### src/rtl/mac_pkg.sv
`timescale 1ns/1ps
// Shared types of the synchronized duty-cycled MAC controller.
// Assumes: nothing; pure type definitions.
package mac_pkg;

    typedef enum logic [3:0] {
        ST_SLEEP,
        ST_LISTEN,
        ST_RX,
        ST_ACK_TX,
        ST_SENSE,
        ST_BACKOFF,
        ST_PRE,
        ST_DATA,
        ST_WAIT_ACK
    } mac_state_t;

endpackage

### src/rtl/mac_bit_timer.sv
`timescale 1ns/1ps
// Bit-time base: divides the clock into bit strobes and counts the bit
// times elapsed since the last clear.
// Assumes: clr_i is asserted in the cycle before a new interval starts, so
// the first bit of an interval ends CLK_PER_BIT cycles after entry.
module mac_bit_timer #(
    parameter int CLK_PER_BIT = 4,
    parameter int CNT_W       = 9
) (
    input  logic             clk,
    input  logic             rst_n,
    input  logic             clr_i,
    output logic             bit_o,
    output logic [CNT_W-1:0] cnt_o
);
    localparam int PW = (CLK_PER_BIT > 1) ? $clog2(CLK_PER_BIT) : 1;

    logic [PW-1:0] pcnt_q;

    assign bit_o = (pcnt_q == PW'(CLK_PER_BIT - 1));

    // Prescaler and bit counter, both restarted by a clear.
    always_ff @(posedge clk) begin
        if (!rst_n || clr_i) begin
            pcnt_q <= '0;
            cnt_o  <= '0;
        end else if (bit_o) begin
            pcnt_q <= '0;
            cnt_o  <= cnt_o + 1'b1;
        end else begin
            pcnt_q <= pcnt_q + 1'b1;
        end
    end

    AST_CNT_HOLDS_BETWEEN_BITS: assert property (@(posedge clk) disable iff (!rst_n)
        (!clr_i && !bit_o) |=> $stable(cnt_o));

endmodule

### src/rtl/mac_slot_lfsr.sv
`timescale 1ns/1ps
// Free-running Fibonacci LFSR that supplies the random contention slot.
// Assumes: W between 3 and 8; the all-zero state is never reached.
module mac_slot_lfsr #(
    parameter int W = 4
) (
    input  logic         clk,
    input  logic         rst_n,
    output logic [W-1:0] slot_o
);
    // Feedback bit for a maximal-length sequence of the chosen width.
    function automatic logic fb(input logic [W-1:0] s);
        case (W)
            5:       fb = s[W-1] ^ s[2];
            8:       fb = s[7] ^ s[5] ^ s[4] ^ s[3];
            default: fb = s[W-1] ^ s[W-2];
        endcase
    endfunction

    // Advance one step every clock.
    always_ff @(posedge clk) begin
        if (!rst_n) slot_o <= W'(1);
        else        slot_o <= {slot_o[W-2:0], fb(slot_o)};
    end

    AST_LFSR_NONZERO: assert property (@(posedge clk) disable iff (!rst_n)
        slot_o != '0);

endmodule

### src/rtl/mac_sync_duty_ctrl.sv
`timescale 1ns/1ps
// Synchronized duty-cycled MAC controller.
// Wakes on a shared time pulse, listens, or sends preamble + data and
// waits for an acknowledgement; receives and acknowledges frames addressed
// to this node. Time is counted in bit times from mac_bit_timer.
// Assumes: pre_len_i and my_addr_i are stable while awake; FRAME_BYTES and
// ACK_BYTES are at least 2 and at most 256; one received byte per strobe.
module mac_sync_duty_ctrl
    import mac_pkg::*;
#(
    parameter int CLK_PER_BIT    = 4,
    parameter int LISTEN_BITS    = 2,
    parameter int PRE_W          = 8,
    parameter int FRAME_BYTES    = 20,
    parameter int ACK_BYTES      = 20,
    parameter int ACK_SLACK_BITS = 4,
    parameter int MAX_TRIES      = 3,
    parameter int SLOT_W         = 4
) (
    input  logic             clk,
    input  logic             rst_n,
    input  logic             wake_tick_i,
    input  logic             cs_i,
    input  logic             pend_i,
    input  logic [PRE_W-1:0] pre_len_i,
    input  logic [7:0]       my_addr_i,
    output logic [7:0]       tx_idx_o,
    input  logic [7:0]       tx_byte_i,
    input  logic             air_rx_stb_i,
    input  logic [7:0]       air_rx_byte_i,
    output logic             air_tx_stb_o,
    output logic [7:0]       air_tx_byte_o,
    output logic             air_pre_o,
    output logic             radio_en_o,
    output logic             tx_on_o,
    output logic             rx_stb_o,
    output logic [7:0]       rx_byte_o,
    output logic             fail_o,
    output logic             done_o,
    output logic             ok_o
);
    localparam int FRAME_BITS    = FRAME_BYTES * 8;
    localparam int ACK_BITS      = ACK_BYTES * 8;
    localparam int ACK_WAIT_BITS = ACK_BITS + ACK_SLACK_BITS;
    localparam int GAP_BITS      = (1 << PRE_W) + LISTEN_BITS + 16;
    localparam int MAX_A         = (FRAME_BITS > ACK_WAIT_BITS) ? FRAME_BITS : ACK_WAIT_BITS;
    localparam int MAX_BITS      = (MAX_A > GAP_BITS) ? MAX_A : GAP_BITS;
    localparam int CNT_W         = $clog2(MAX_BITS + 1);
    localparam int MAX_BYTES     = (FRAME_BYTES > ACK_BYTES) ? FRAME_BYTES : ACK_BYTES;
    localparam int RC_W          = $clog2(MAX_BYTES + 1);
    localparam int TRY_W         = $clog2(MAX_TRIES + 1);

    mac_state_t        state_q, state_d;
    logic              bit_s;
    logic [CNT_W-1:0]  tcnt;
    logic              clr;
    logic [SLOT_W-1:0] lfsr;
    logic [SLOT_W-1:0] slot_q;
    logic [RC_W-1:0]   rcnt_q;
    logic              hit_q;
    logic [7:0]        src_q;
    logic [TRY_W-1:0]  try_q;
    logic              hit_now;
    logic              listen_end, pre_end, byte_end;
    logic              ack_ok, ack_to;
    logic [7:0]        idx;
    logic [7:0]        ack_byte;

    mac_bit_timer #(.CLK_PER_BIT(CLK_PER_BIT), .CNT_W(CNT_W)) u_timer (
        .clk   (clk),
        .rst_n (rst_n),
        .clr_i (clr),
        .bit_o (bit_s),
        .cnt_o (tcnt)
    );

    mac_slot_lfsr #(.W(SLOT_W)) u_lfsr (
        .clk    (clk),
        .rst_n  (rst_n),
        .slot_o (lfsr)
    );

    // Interval events derived from the bit counter.
    assign listen_end = bit_s && (tcnt == CNT_W'(LISTEN_BITS - 1));
    assign pre_end    = bit_s && (tcnt == CNT_W'(pre_len_i) + CNT_W'(LISTEN_BITS - 1));
    assign byte_end   = bit_s && (tcnt[2:0] == 3'd7);
    assign hit_now    = (rcnt_q == '0) ? (air_rx_byte_i == my_addr_i) : hit_q;
    assign ack_ok     = (state_q == ST_WAIT_ACK) && air_rx_stb_i &&
                        (rcnt_q == RC_W'(ACK_BYTES - 1)) && hit_now;
    assign ack_to     = (state_q == ST_WAIT_ACK) && !ack_ok && bit_s &&
                        (tcnt == CNT_W'(ACK_WAIT_BITS - 1));

    // Byte index within the frame being sent, and the acknowledgement content.
    assign idx      = 8'(tcnt >> 3);
    assign tx_idx_o = idx;
    assign ack_byte = (idx == 8'd0) ? src_q : (idx == 8'd1) ? my_addr_i : 8'h00;

    // Next-state selection of the sequencer.
    always_comb begin
        state_d = state_q;
        case (state_q)
            ST_SLEEP:    if (wake_tick_i) state_d = pend_i ? ST_SENSE : ST_LISTEN;
            ST_LISTEN:   if (cs_i) state_d = ST_RX;
                         else if (listen_end) state_d = ST_SLEEP;
            ST_RX:       if (air_rx_stb_i && (rcnt_q == RC_W'(FRAME_BYTES - 1)))
                             state_d = hit_q ? ST_ACK_TX : ST_SLEEP;
                         else if (bit_s && (tcnt == CNT_W'(GAP_BITS - 1)))
                             state_d = ST_SLEEP;
            ST_ACK_TX:   if (bit_s && (tcnt == CNT_W'(ACK_BITS - 1))) state_d = ST_SLEEP;
            ST_SENSE:    if (cs_i) state_d = ST_BACKOFF;
                         else if (listen_end) state_d = ST_PRE;
            ST_BACKOFF:  if (bit_s && (tcnt == CNT_W'(slot_q) - CNT_W'(1))) state_d = ST_SENSE;
            ST_PRE:      if (pre_end) state_d = ST_DATA;
            ST_DATA:     if (bit_s && (tcnt == CNT_W'(FRAME_BITS - 1))) state_d = ST_WAIT_ACK;
            ST_WAIT_ACK: if (ack_ok || ack_to) state_d = ST_SLEEP;
            default:     state_d = ST_SLEEP;
        endcase
    end

    // Timer restarts on every state change and on each byte while receiving.
    assign clr = (state_d != state_q) || ((state_q == ST_RX) && air_rx_stb_i);

    // State register.
    always_ff @(posedge clk) begin
        if (!rst_n) state_q <= ST_SLEEP;
        else        state_q <= state_d;
    end

    // Received-byte bookkeeping: byte count, destination match, source address.
    always_ff @(posedge clk) begin
        if (!rst_n) begin
            rcnt_q <= '0;
            hit_q  <= 1'b0;
            src_q  <= 8'h00;
        end else if (state_d != state_q) begin
            rcnt_q <= '0;
        end else if (air_rx_stb_i && ((state_q == ST_RX) || (state_q == ST_WAIT_ACK))) begin
            rcnt_q <= rcnt_q + 1'b1;
            if (rcnt_q == '0) hit_q <= (air_rx_byte_i == my_addr_i);
            if (rcnt_q == RC_W'(1)) src_q <= air_rx_byte_i;
        end
    end

    // Contention slot captured when carrier is seen while sensing.
    always_ff @(posedge clk) begin
        if (!rst_n)                                slot_q <= SLOT_W'(1);
        else if ((state_q == ST_SENSE) && cs_i)    slot_q <= lfsr;
    end

    // Byte strobes toward the radio and toward the host.
    always_ff @(posedge clk) begin
        if (!rst_n) begin
            air_tx_stb_o  <= 1'b0;
            air_tx_byte_o <= 8'h00;
            rx_stb_o      <= 1'b0;
            rx_byte_o     <= 8'h00;
        end else begin
            air_tx_stb_o  <= ((state_q == ST_DATA) || (state_q == ST_ACK_TX)) && byte_end;
            air_tx_byte_o <= (state_q == ST_DATA) ? tx_byte_i : ack_byte;
            rx_stb_o      <= (state_q == ST_RX) && air_rx_stb_i && hit_now;
            rx_byte_o     <= air_rx_byte_i;
        end
    end

    // Attempt counting and send outcome.
    always_ff @(posedge clk) begin
        if (!rst_n) begin
            try_q  <= '0;
            fail_o <= 1'b0;
            done_o <= 1'b0;
            ok_o   <= 1'b0;
        end else begin
            fail_o <= ack_to;
            ok_o   <= ack_ok;
            done_o <= ack_ok || (ack_to && (try_q == TRY_W'(MAX_TRIES - 1)));
            if (ack_ok || (ack_to && (try_q == TRY_W'(MAX_TRIES - 1)))) try_q <= '0;
            else if (ack_to)                                              try_q <= try_q + 1'b1;
        end
    end

    // Radio controls follow the state.
    assign radio_en_o = (state_q != ST_SLEEP);
    assign tx_on_o    = (state_q == ST_PRE) || (state_q == ST_DATA) || (state_q == ST_ACK_TX);
    assign air_pre_o  = (state_q == ST_PRE);

    AST_PRE_WITHIN_LEN: assert property (@(posedge clk) disable iff (!rst_n)
        (state_q == ST_PRE) |-> (tcnt <= CNT_W'(pre_len_i) + CNT_W'(LISTEN_BITS - 1)));
    AST_BUSY_BLOCKS_PRE: assert property (@(posedge clk) disable iff (!rst_n)
        ((state_q == ST_SENSE) && cs_i) |=> (state_q == ST_BACKOFF));
    AST_SLOT_NONZERO: assert property (@(posedge clk) disable iff (!rst_n)
        (state_q == ST_BACKOFF) |-> (slot_q != '0));
    AST_ACK_ONLY_IF_ADDRESSED: assert property (@(posedge clk) disable iff (!rst_n)
        (state_q == ST_ACK_TX) |-> hit_q);
    AST_TRY_BOUND: assert property (@(posedge clk) disable iff (!rst_n)
        try_q < TRY_W'(MAX_TRIES));
    AST_WAKE_IGNORED_AWAKE: assert property (@(posedge clk) disable iff (!rst_n)
        ((state_q == ST_LISTEN) && wake_tick_i && !cs_i && !listen_end) |=> (state_q == ST_LISTEN));
    AST_SLEEP_NO_FORWARD: assert property (@(posedge clk) disable iff (!rst_n)
        (state_q == ST_SLEEP) |=> !rx_stb_o);

endmodule

### config.mk
export PLATFORM = sky130hd
export DESIGN_NAME = mac_sync_duty_ctrl
export DESIGN_NICKNAME = d
export VERILOG_FILES = /design/src/rtl/mac_pkg.sv /design/src/rtl/mac_bit_timer.sv /design/src/rtl/mac_slot_lfsr.sv /design/src/rtl/mac_sync_duty_ctrl.sv
export SDC_FILE = /design/constraint.sdc
export NUM_CORES = 1
export LEC_CHECK = 0
export ABC_AREA = 1
export BUFFER_PORTS_ARGS = -buffer_cell sky130_fd_sc_hd__buf_2
export CORE_MARGIN = 2
export CORE_UTILIZATION = 36
export CTS_CLUSTER_DIAMETER = 60
export DETAILED_ROUTE_END_ITERATION = 8
export GPL_TIMING_DRIVEN = 0
export PLACE_DENSITY = 0.66
export SYNTH_ARGS = -nofsm -noshare
export SYNTH_HDL_FRONTEND = slang
export SYNTH_SLANG_ARGS = --single-unit
### constraint.sdc
create_clock -name clk -period 5 [get_ports clk]
set_input_delay 0 -clock clk [delete_from_list [all_inputs] [get_ports clk]]
set_output_delay 0 -clock clk [all_outputs]
set_load 0.1 [all_outputs]
==> run summary, run 1 <==
The cell area after synthesis is 0.003612 mm^2. TritonCTS built the clock tree. Setup repair after global routing left no endpoint under its margin. Data on the critical path arrives at its endpoint at 2620 ps. The minimum clock period is 2359 ps. The stage delay of the slowest cell on the critical path came out at 440 ps.

The met3 routing resource usage after global routing came out at 0.02632. The standard cell core area is 0.009774 mm^2. The remaining routing DRC violations is 0. The leakage dissipation came out at 0.002386 uW. The routed length per placed instance came out at 11.39 um.

The count of flip-flops with a built-in enable after synthesis came out at 0. In the synthesized netlist the async set-or-reset flop fraction comes to 0. The overall track demand over capacity in global routing is 0.1691. The count of input and output buffers is 67. The clock latency reported for the late side of the worst-skew pair came out at around 340 ps. After global routing, the most crowded layer is met2.

In this run the most critical hold path is launched from rst_n. In the final layout, the share of cells above drive strength 1 is 0.2027. The flow ran to the end, and the final reports show no timing, DRC or antenna violations. The slowest cell on the critical path is dfxtp_1. The initial antenna violation count is 0. The register clock-pin slew on the reported worst setup and hold paths is 70 ps.

During synthesis, Yosys emitted a total of 0 warnings. The setup TNS came out at 0 ps. Relative to the synthesized area, the layout overhead comes to 23.97%.

From bottom edge to top edge, the die measures 104.2 um. Summing all placed instances gives a cell area of 0.004118 mm^2. The maximum number of pins on one net before global-route repair is 11. On the final layout, the worst hold slack is 22.77 ps. The most instantiated flip-flop cell in the synthesis netlist is dfxtp_1. Of the synthesized area, sequential elements account for 0.3325.

The via count normalized by instance count came out at 4.594. The antenna violation net count after detailed routing came out at 0. The post-cts sizing count is 0. The worst setup skew after layout came out at 11.49 ps. The share of the cycle needed by the critical path after routing is 0.4718. The worst-case reg-to-reg path depth is 14. The final max-slew violation count is 0. The hold violation count in the final report came out at 0. The half-perimeter wire length after placement is 6.924 mm.

The total of fill cells in the finished design is 1006. Tracing the worst setup path back leads to its startpoint at u_timer.cnt_o[0]. The end of the worst register-to-register path is u_timer.cnt_o[3]. The first-pass GRT wire length came out at 15.15 mm.

The root buffer cell is clkbuf_8. The largest driver fanout on the critical path is 10. The cell count after synthesis came out at 557. The clock sink count came out at 60. The H-tree generated during clock tree synthesis spans 3 levels. After synthesis the netlist holds a flip-flop and latch count of 60. The worst hold path cell count is 3. The final-report setup violation count is 0.

The worst hold path terminates at u_timer.cnt_o[8]. The path class of the tightest hold or removal check is in2reg. The total CTS buffers came out at 9.

For this design the ratio of total power to cell area is 335.5 mW/mm^2. Traced cell by cell, the critical path runs through ha_1 -> inv_1 -> nor2_4 -> nand3_2 -> nand2_1 -> nand3_2 -> inv_2 -> nand2_1 -> nor2_1 -> nand3_1 -> nand2_4 -> nand4_1 -> buf_2 -> nor3b_2. The remaining global-route overflow is 0. Measured along the x axis, the die boundary spans 104.2 um. After floorplanning, the core was divided into 36 placement rows. The fmax came out at 0.4239 GHz.

For this block, the routed nets add up to 8.987 mm of wire. The detailed router's first-iteration violation count came out at between 200 and 250. STA classifies the critical path startpoint as a flip-flop. The number of buffers on the longest clock path came out at 2.

The number of vias after detailed routing is 3625. The synthesized area divided by synthesized cell count came out at approximately 6.5 um^2. VDD sags by at most 0.0002388 V. The die area came out at 0.01085 mm^2. Max-cap violations in this run came to 0.

Data on the critical path is required at its endpoint by 5260 ps. The worst register-to-register path begins at u_timer.cnt_o[0]. The final design instance area without fill is 0.004478 mm^2. The number of buffers inserted by post-CTS setup repair is 0. Routability-driven placement finished with a final weighted congestion of 0.8630. The first detailed-routing pass ran for 5 iterations.

The category of the most critical setup path is reg2reg. The final layout contains 700 nets. The register-to-register setup slack came out at about 2600 ps. 70 I/O pins were placed. The initial cell density of the core came out at 0.3696. The global routing usage on met2 is 0.2787. The met1 global-route usage came out at 0.2247. The via count of the first global-routing pass came out at between 3000 and 4000. The nature of the critical path endpoint is a flip-flop. The count of different cell masters after synthesis is 37. The number of antenna cells inserted came out at 0. The quantity of hold-fixing buffers added after cts is 16.
## synthesized netlist by cell type (2+ instances only)
cell      instances  area (um^2)
nand4_1           9        56.30
nand3_2           4        40.04
xnor2_1           3        26.28
xor2_1            9        78.83
nor2_4            3        33.78
o211ai_1          2        15.01
ha_1             10        125.1
buf_2             3        15.01
nor2_2            5        31.28
nand2_1         141        529.3
a21oi_1          17        85.08
o21ai_0          21        105.1
inv_1            93        349.1
o221ai_1          8        70.07
nor3b_1           2        15.01
nor3_1            9        45.04
buf_4             9        67.56
nand3_1          27        135.1
nor2_1           84        315.3
clkbuf_1          3        11.26
nand2_2           6        37.54
inv_2            10        37.54
buf_6             5        56.30
nor3b_2           2        25.02
dfxtp_1          60         1201
## layer usage
layer,vias to the layer above,routed length [um]
met5,-,0
met4,0,98
met3,10,355
met2,76,4192
met1,1640,4340
li1,1899,-
## layout make-up
type | count | area (um^2) | area share
multi-input combinational | 374 | 1874 | 0.4186
sequential | 60 | 1201 | 0.2682
timing repair buffer | 83 | 495.5 | 0.1106
inverter | 103 | 386.6 | 0.08634
tap | 133 | 166.4 | 0.03716
buffer | 21 | 153.9 | 0.03437
clock buffer | 11 | 151.4 | 0.03381
clock inverter | 4 | 48.80 | 0.01090
## power by group
group          total, uW  switching (uW)  internal, uW
Combinational        532             384           149
Clock                442             189           254
Sequential           528            21.0           507
## layout by cell type, fill, tap and decap left out, types with 2 or more instances in the layout
master / synthesis / layout
dfxtp_1: 60 / 60
nand4_1: 9 / 9
nand3_2: 4 / 4
nand2_2: 6 / 6
dlygate4sd3_1: 0 / 16
clkbuf_1: 3 / 3
o21ai_0: 21 / 21
buf_6: 5 / 5
clkbuf_8: 0 / 11
o211ai_1: 2 / 2
nand3_1: 27 / 27
nor3_1: 9 / 9
nor2_1: 84 / 84
nor2_4: 3 / 3
xnor2_1: 3 / 3
clkinv_2: 0 / 2
nor2_2: 5 / 5
buf_2: 3 / 70
o221ai_1: 8 / 8
nor3b_2: 2 / 2
buf_4: 9 / 9
nand2_1: 141 / 141
inv_2: 10 / 10
inv_1: 93 / 93
ha_1: 10 / 10
nor3b_1: 2 / 2
conb_1: 1 / 2
a21oi_1: 17 / 17
xor2_1: 9 / 9
## through the flow
step / setup slack (ps) / utilization / power, uW / std cells
6_report: 2641 / 0.4581 / 1503 / 789
3_3_place_gp: 2688 / 0.4213 / 1053 / 758
2_1_floorplan: 2314 / - / 942.1 / 558
4_1_cts: 2640 / 0.4581 / 1509 / 789
5_1_grt: 2401 / 0.4581 / 1593 / 789
3_5_place_dp: 2707 / 0.4213 / 1057 / 758
## critical path: cells and delay by family, from the launching register on
kind          cells  cell delay [ps]
simple gates     10             1260
flops             1              440
buf+inv           3              370
fa+ha+maj         1              210
## registers in the layout (all words and copies together), names as in the netlist
signal,count
src_q,8
u_timer.pcnt_q,2
state_q,4
try_q,2
air_tx_stb_o,1
u_lfsr.slot_o,4
u_timer.cnt_o,9
rcnt_q,5
rx_byte_o,8
slot_q,4
hit_q,1
done_o,1
air_tx_byte_o,8
ok_o,1
rx_stb_o,1
fail_o,1
## cell families after synthesis
kind of cell	count (synthesis)	synth area share
AOI/OAI and AO/OA	53	0.08867
xor gates and xnor gates	12	0.02910
adders and majority gates	10	0.03464
buffers and inverters	124	0.1496
DFF	60	0.3325
other	1	0.001038
and+or+nand+nor	297	0.3644
## worst max path at each step
stage,endpoint
3_3_place_gp,u_timer.cnt_o[6]
3_5_place_dp,u_timer.cnt_o[3]
5_1_grt,src_q[5]
6_report,u_timer.cnt_o[3]
2_1_floorplan,tx_on_o
4_1_cts,u_timer.cnt_o[3]
No activity file was read; power rests on OpenSTA's default activity.
==> run 2: changes to the inputs <==
--- a/config.mk
+++ b/config.mk
@@ -5,7 +5,7 @@
 export SDC_FILE = /design/constraint.sdc
 export NUM_CORES = 1
 export LEC_CHECK = 0
-export ABC_AREA = 1
+export ABC_AREA = 0
 export BUFFER_PORTS_ARGS = -buffer_cell sky130_fd_sc_hd__buf_2
 export CORE_MARGIN = 2
 export CORE_UTILIZATION = 36
==> constraint.sdc (replaced) <==
create_clock -name clk -period 2.25 [get_ports clk]
set_input_delay 0 -clock clk [delete_from_list [all_inputs] [get_ports clk]]
set_output_delay 0 -clock clk [all_outputs]
set_load 0.1 [all_outputs]
==> run 2 against run 1 <==
The flow now finishes with violations (setup timing). Via count decreased by 13%. Utilization up 5.7 points. First-iteration DRC count shrank 7.4%. Critical path depth down 5.
==> run summary, run 2 <==
The flip-flop count of the largest register, all copies and words added came out at 9 (unchanged). The combinational family with the most area after synthesis is simple AND/OR/NAND/NOR gates. The overall track demand over capacity in global routing is 0.1750 (+0.005956). The maximum vdd drop came out at 0.0002513 V (+5.2%). The layout cell share with drive strength beyond 1 is 0.3380 (+0.1352). The library cells used most frequently in the layout, excluding fill and tap cells, are buf_2, dfxtp_1, nand2_1, xor2_1, mux2i_1. The total CTS buffers came to 9 (unchanged). The area growth from synthesis to layout is 38.72%. The count of different cell masters after synthesis is 58 (+57%). The worst setup skew after layout is 13.33 ps (+1.840 ps). The maximum number of pins on one net before global-route repair came out at 12 (+1). The width of the die came out at 101.4 um (-2.7%). The synthesized-area fraction occupied by and/or/nand/nor cells came out at 0.2853 (-0.07910). By area the synthesized netlist is led by dfxtp_1, mux2i_1, xor2_1. The initial cell density of the core was 0.3710 (+0.001461). The first-pass GRT wire length was 14.11 mm (-6.9%). The slowest cell on the critical path is dfxtp_2. The number of antenna cells inserted was 0 (unchanged). The routed length per placed instance was 15.11 um (+33%).

The slack of the critical path is -153.3 ps (-2794 ps). Among all flip-flop cells after synthesis, the most frequent one is dfxtp_1. The site row count came out at 35 (-2.8%). The cell area after synthesis was 0.003412 mm^2 (-5.5%).

The timing startpoint of the critical path is u_timer.cnt_o[4]. Yosys instantiated no cell more often than dfxtp_1. The worst path arrival time is 2650 ps (+30 ps).

In this run the critical register-to-register path is launched from u_timer.cnt_o[4]. The detailed router's first-iteration violation count came out at 189 (-7.4%). The sum of routed wire length over all layers came to 9.277 mm (+3.2%).

STA classifies the critical path endpoint as a flip-flop. The remaining routing DRC violations came to 0 (unchanged). The register clock-pin slew on the reported worst setup and hold paths is 70 ps (about the same). The checks that failed: setup timing. The minimum clock period is 2403 ps (+44.40 ps). The clock latency reported for the late side of the worst-skew pair is 340 ps (about the same). The remaining global-route overflow was 0 (unchanged). The adder-cell share of the synthesized area came out at 0.03667 (+0.002032). The utilization after layout came out at 0.5147 (+0.05655). The largest driver fanout on the critical path was 10 (unchanged).

The via count of the first global-routing pass came out at 3058 (-10%). The xor and xnor fraction of the mapped netlist area is 0.1137 (+0.08458). The stage delay of the slowest cell on the critical path is 330 ps (-110 ps).

Setup repair after global routing could not meet its margin everywhere. The power density normalized to cell area came out at 582.4 mW/mm^2 (+74%). The via count normalized by instance count came out at 5.164 (+12%).

The total design power is 2757 uW (+83%). The standard cell core area came out at 0.009196 mm^2 (-5.9%). The final RePlAce weighted congestion came to 0.8574 (-0.65%).

Ranked by instance count, the synthesized netlist is headed by dfxtp_1, nand2_1, xor2_1, mux2i_1, nor3_1. The startpoint identified for the worst hold timing path is cs_i. The cell count after synthesis is 391 (-30%). The final design instance area without fill came out at 0.004733 mm^2 (+5.7%). The half-perimeter wire length after placement came out at 6.233 mm (-10%). The mux cell area share after synthesis came out at 0.05867 (+0.05867). The area fraction of the dominant cell type after synthesis came out at 0.3520 (+0.01951). The signal on the critical path passes through buf_6 -> or2_4 -> a211o_1 -> a211o_1 -> a211oi_4 -> o21ai_4 -> xor2_4 -> buf_6 -> nor4_4. The register with the most flip-flops in the final layout is u_timer.cnt_o. The final max-slew violation count is 0 (unchanged). The biggest area contributor in the post-synthesis netlist is dfxtp_1.

The top-level I/O count is 70 (unchanged). The min-delay analysis places its worst path in the category in2reg. The final-report setup violation count came out at 25 (+25). The count of flip-flops with a built-in enable after synthesis came to 0 (unchanged). The post-placement cell area came out at 0.003913 mm^2 (-5.0%). The final net count came to 546 (-22%). The compound-gate portion of the synthesized area came out at 0.08214 (-0.006532).

The level count of the clock H-tree is 3 (unchanged). The worst setup path is launched from a flip-flop. The die area is 0.01027 mm^2 (-5.3%). The die extent in y came out at 101.4 um (-2.7%). The family with the most delay on the worst path is compound AO/OA/AOI/OAI gates. The initial antenna violation count came to 0 (unchanged).

The worst setup path is of the reg2reg kind. The library cell used most frequently in the layout, excluding fill and tap cells, is buf_2. The flow ran to the end, but the final reports show violations. The clock sink count came to 60 (unchanged). The worst path required time came out at 2500 ps (-2760 ps).

For the pin with the worst max-slew slack, the measured transition is 787.4 ps. The share of async-settable or async-resettable flops after synthesis was 0 (unchanged). The buffer and inverter count on the worst path came to 2 (-1). The synthesized area divided by synthesized cell count came out at 8.726 um^2 (+35%). The count of input and output buffers came out at 66 (-1.5%). The reported max-cap violation count is 0 (unchanged). The antenna violation net count after detailed routing is 0 (unchanged). The number of warnings reported in the yosys synthesis log was 0 (unchanged). The fmax is 0.4161 GHz (-1.8%). The leakage dissipation came to 0.001960 uW (-18%). The setup TNS came to -2234 ps (-2234 ps). The tightest slew margin relative to the limit came out at 0.4751. The number of buffers on the longest clock path is 2 (unchanged).

The sequential share of the synthesized area is 0.3520 (+0.01951). TritonCTS built the clock tree. The tree is rooted in a clkbuf_8. The share of the cycle needed by the critical path after routing came out at 1.068 (+0.5964). The count of TritonRoute iterations in the first routing pass came out at 4 (-1). The hold violation count in the final report came out at 0 (unchanged).

The count of state elements after synthesis came out at 60 (unchanged). The number of vias after detailed routing is 3171 (-13%).
run 2: layout make-up:
cell class	count	area, um^2
fillers	808	4463
multi-input cells	282	2263
flip-flops and latches	60	1221
repair buffers	98	663.1
plain buffers	30	191.4
well taps	111	138.9
clock buffers	10	127.6
clock inverters	6	63.81
inverters	17	63.81
run 2: metrics by stage:
stage               hold slack (ps)  cells  setup WS, ps
detailed placement            243.3    569        -564.2
finish                        102.4    614        -153.3
global placement              243.0    569        -543.3
floorplan                     110.6    392        -566.7
CTS                           80.21    610        -163.0
global route                  97.72    614        -237.8
run 2: power breakdown:
part	leakage (uW)	internal, uW	switching [uW]	total, uW
Combinational	0.00137	286	414	699
Sequential	0.000493	1090	24.4	1110
Clock	0.0000927	511	433	944
run 2: logic make-up after synthesis:
family / Yosys count
AOI/OAI and AO/OA: 40
adders and majority gates: 10
muxes: 20
xor gates and xnor gates: 41
DFF: 60
buffers and inverters: 50
other: 1
and+or+nand+nor: 169
run 2: repair_timing:
action,in CTS,in global routing
resized for setup,42,32
setup endpoints to repair,26,25
setup buffers,11,3
cloned,1,1
pin swaps,19,22
endpoints found under the hold margin,24,0
hold buffers,16,0
run 2: worst register-to-register path: cells and delay by family (launching register included):
family                    cells  cell delay [ps]
DFF                           1              330
and+or+nand+nor               2              450
buffers and inverters         2              320
AOI/OAI and AO/OA             4             1020
xor gates and xnor gates      1              210
run 2: worst paths after layout:
| kind | to | slack (ps) | cells past startpoint |
|---|---|---|---|
| worst min register to register | u_lfsr.slot_o[2] | 450 | 1 |
| worst max-delay path | u_timer.cnt_o[7] | -150 | 9 |
| worst min-delay path | slot_q[3] | 100 | 3 |
| worst max register to register | u_timer.cnt_o[7] | -150 | 9 |
run 2: routing by layer:
| metal | track usage | up-vias | share of wire |
|---|---|---|---|
| met5 | 0 | - | 0 |
| met4 | 0.05509 | 0 | 0.014 |
| met3 | 0.04624 | 13 | 0.042 |
| met2 | 0.2955 | 91 | 0.51 |
| met1 | 0.2183 | 1502 | 0.44 |
| li1 | - | 1565 | - |
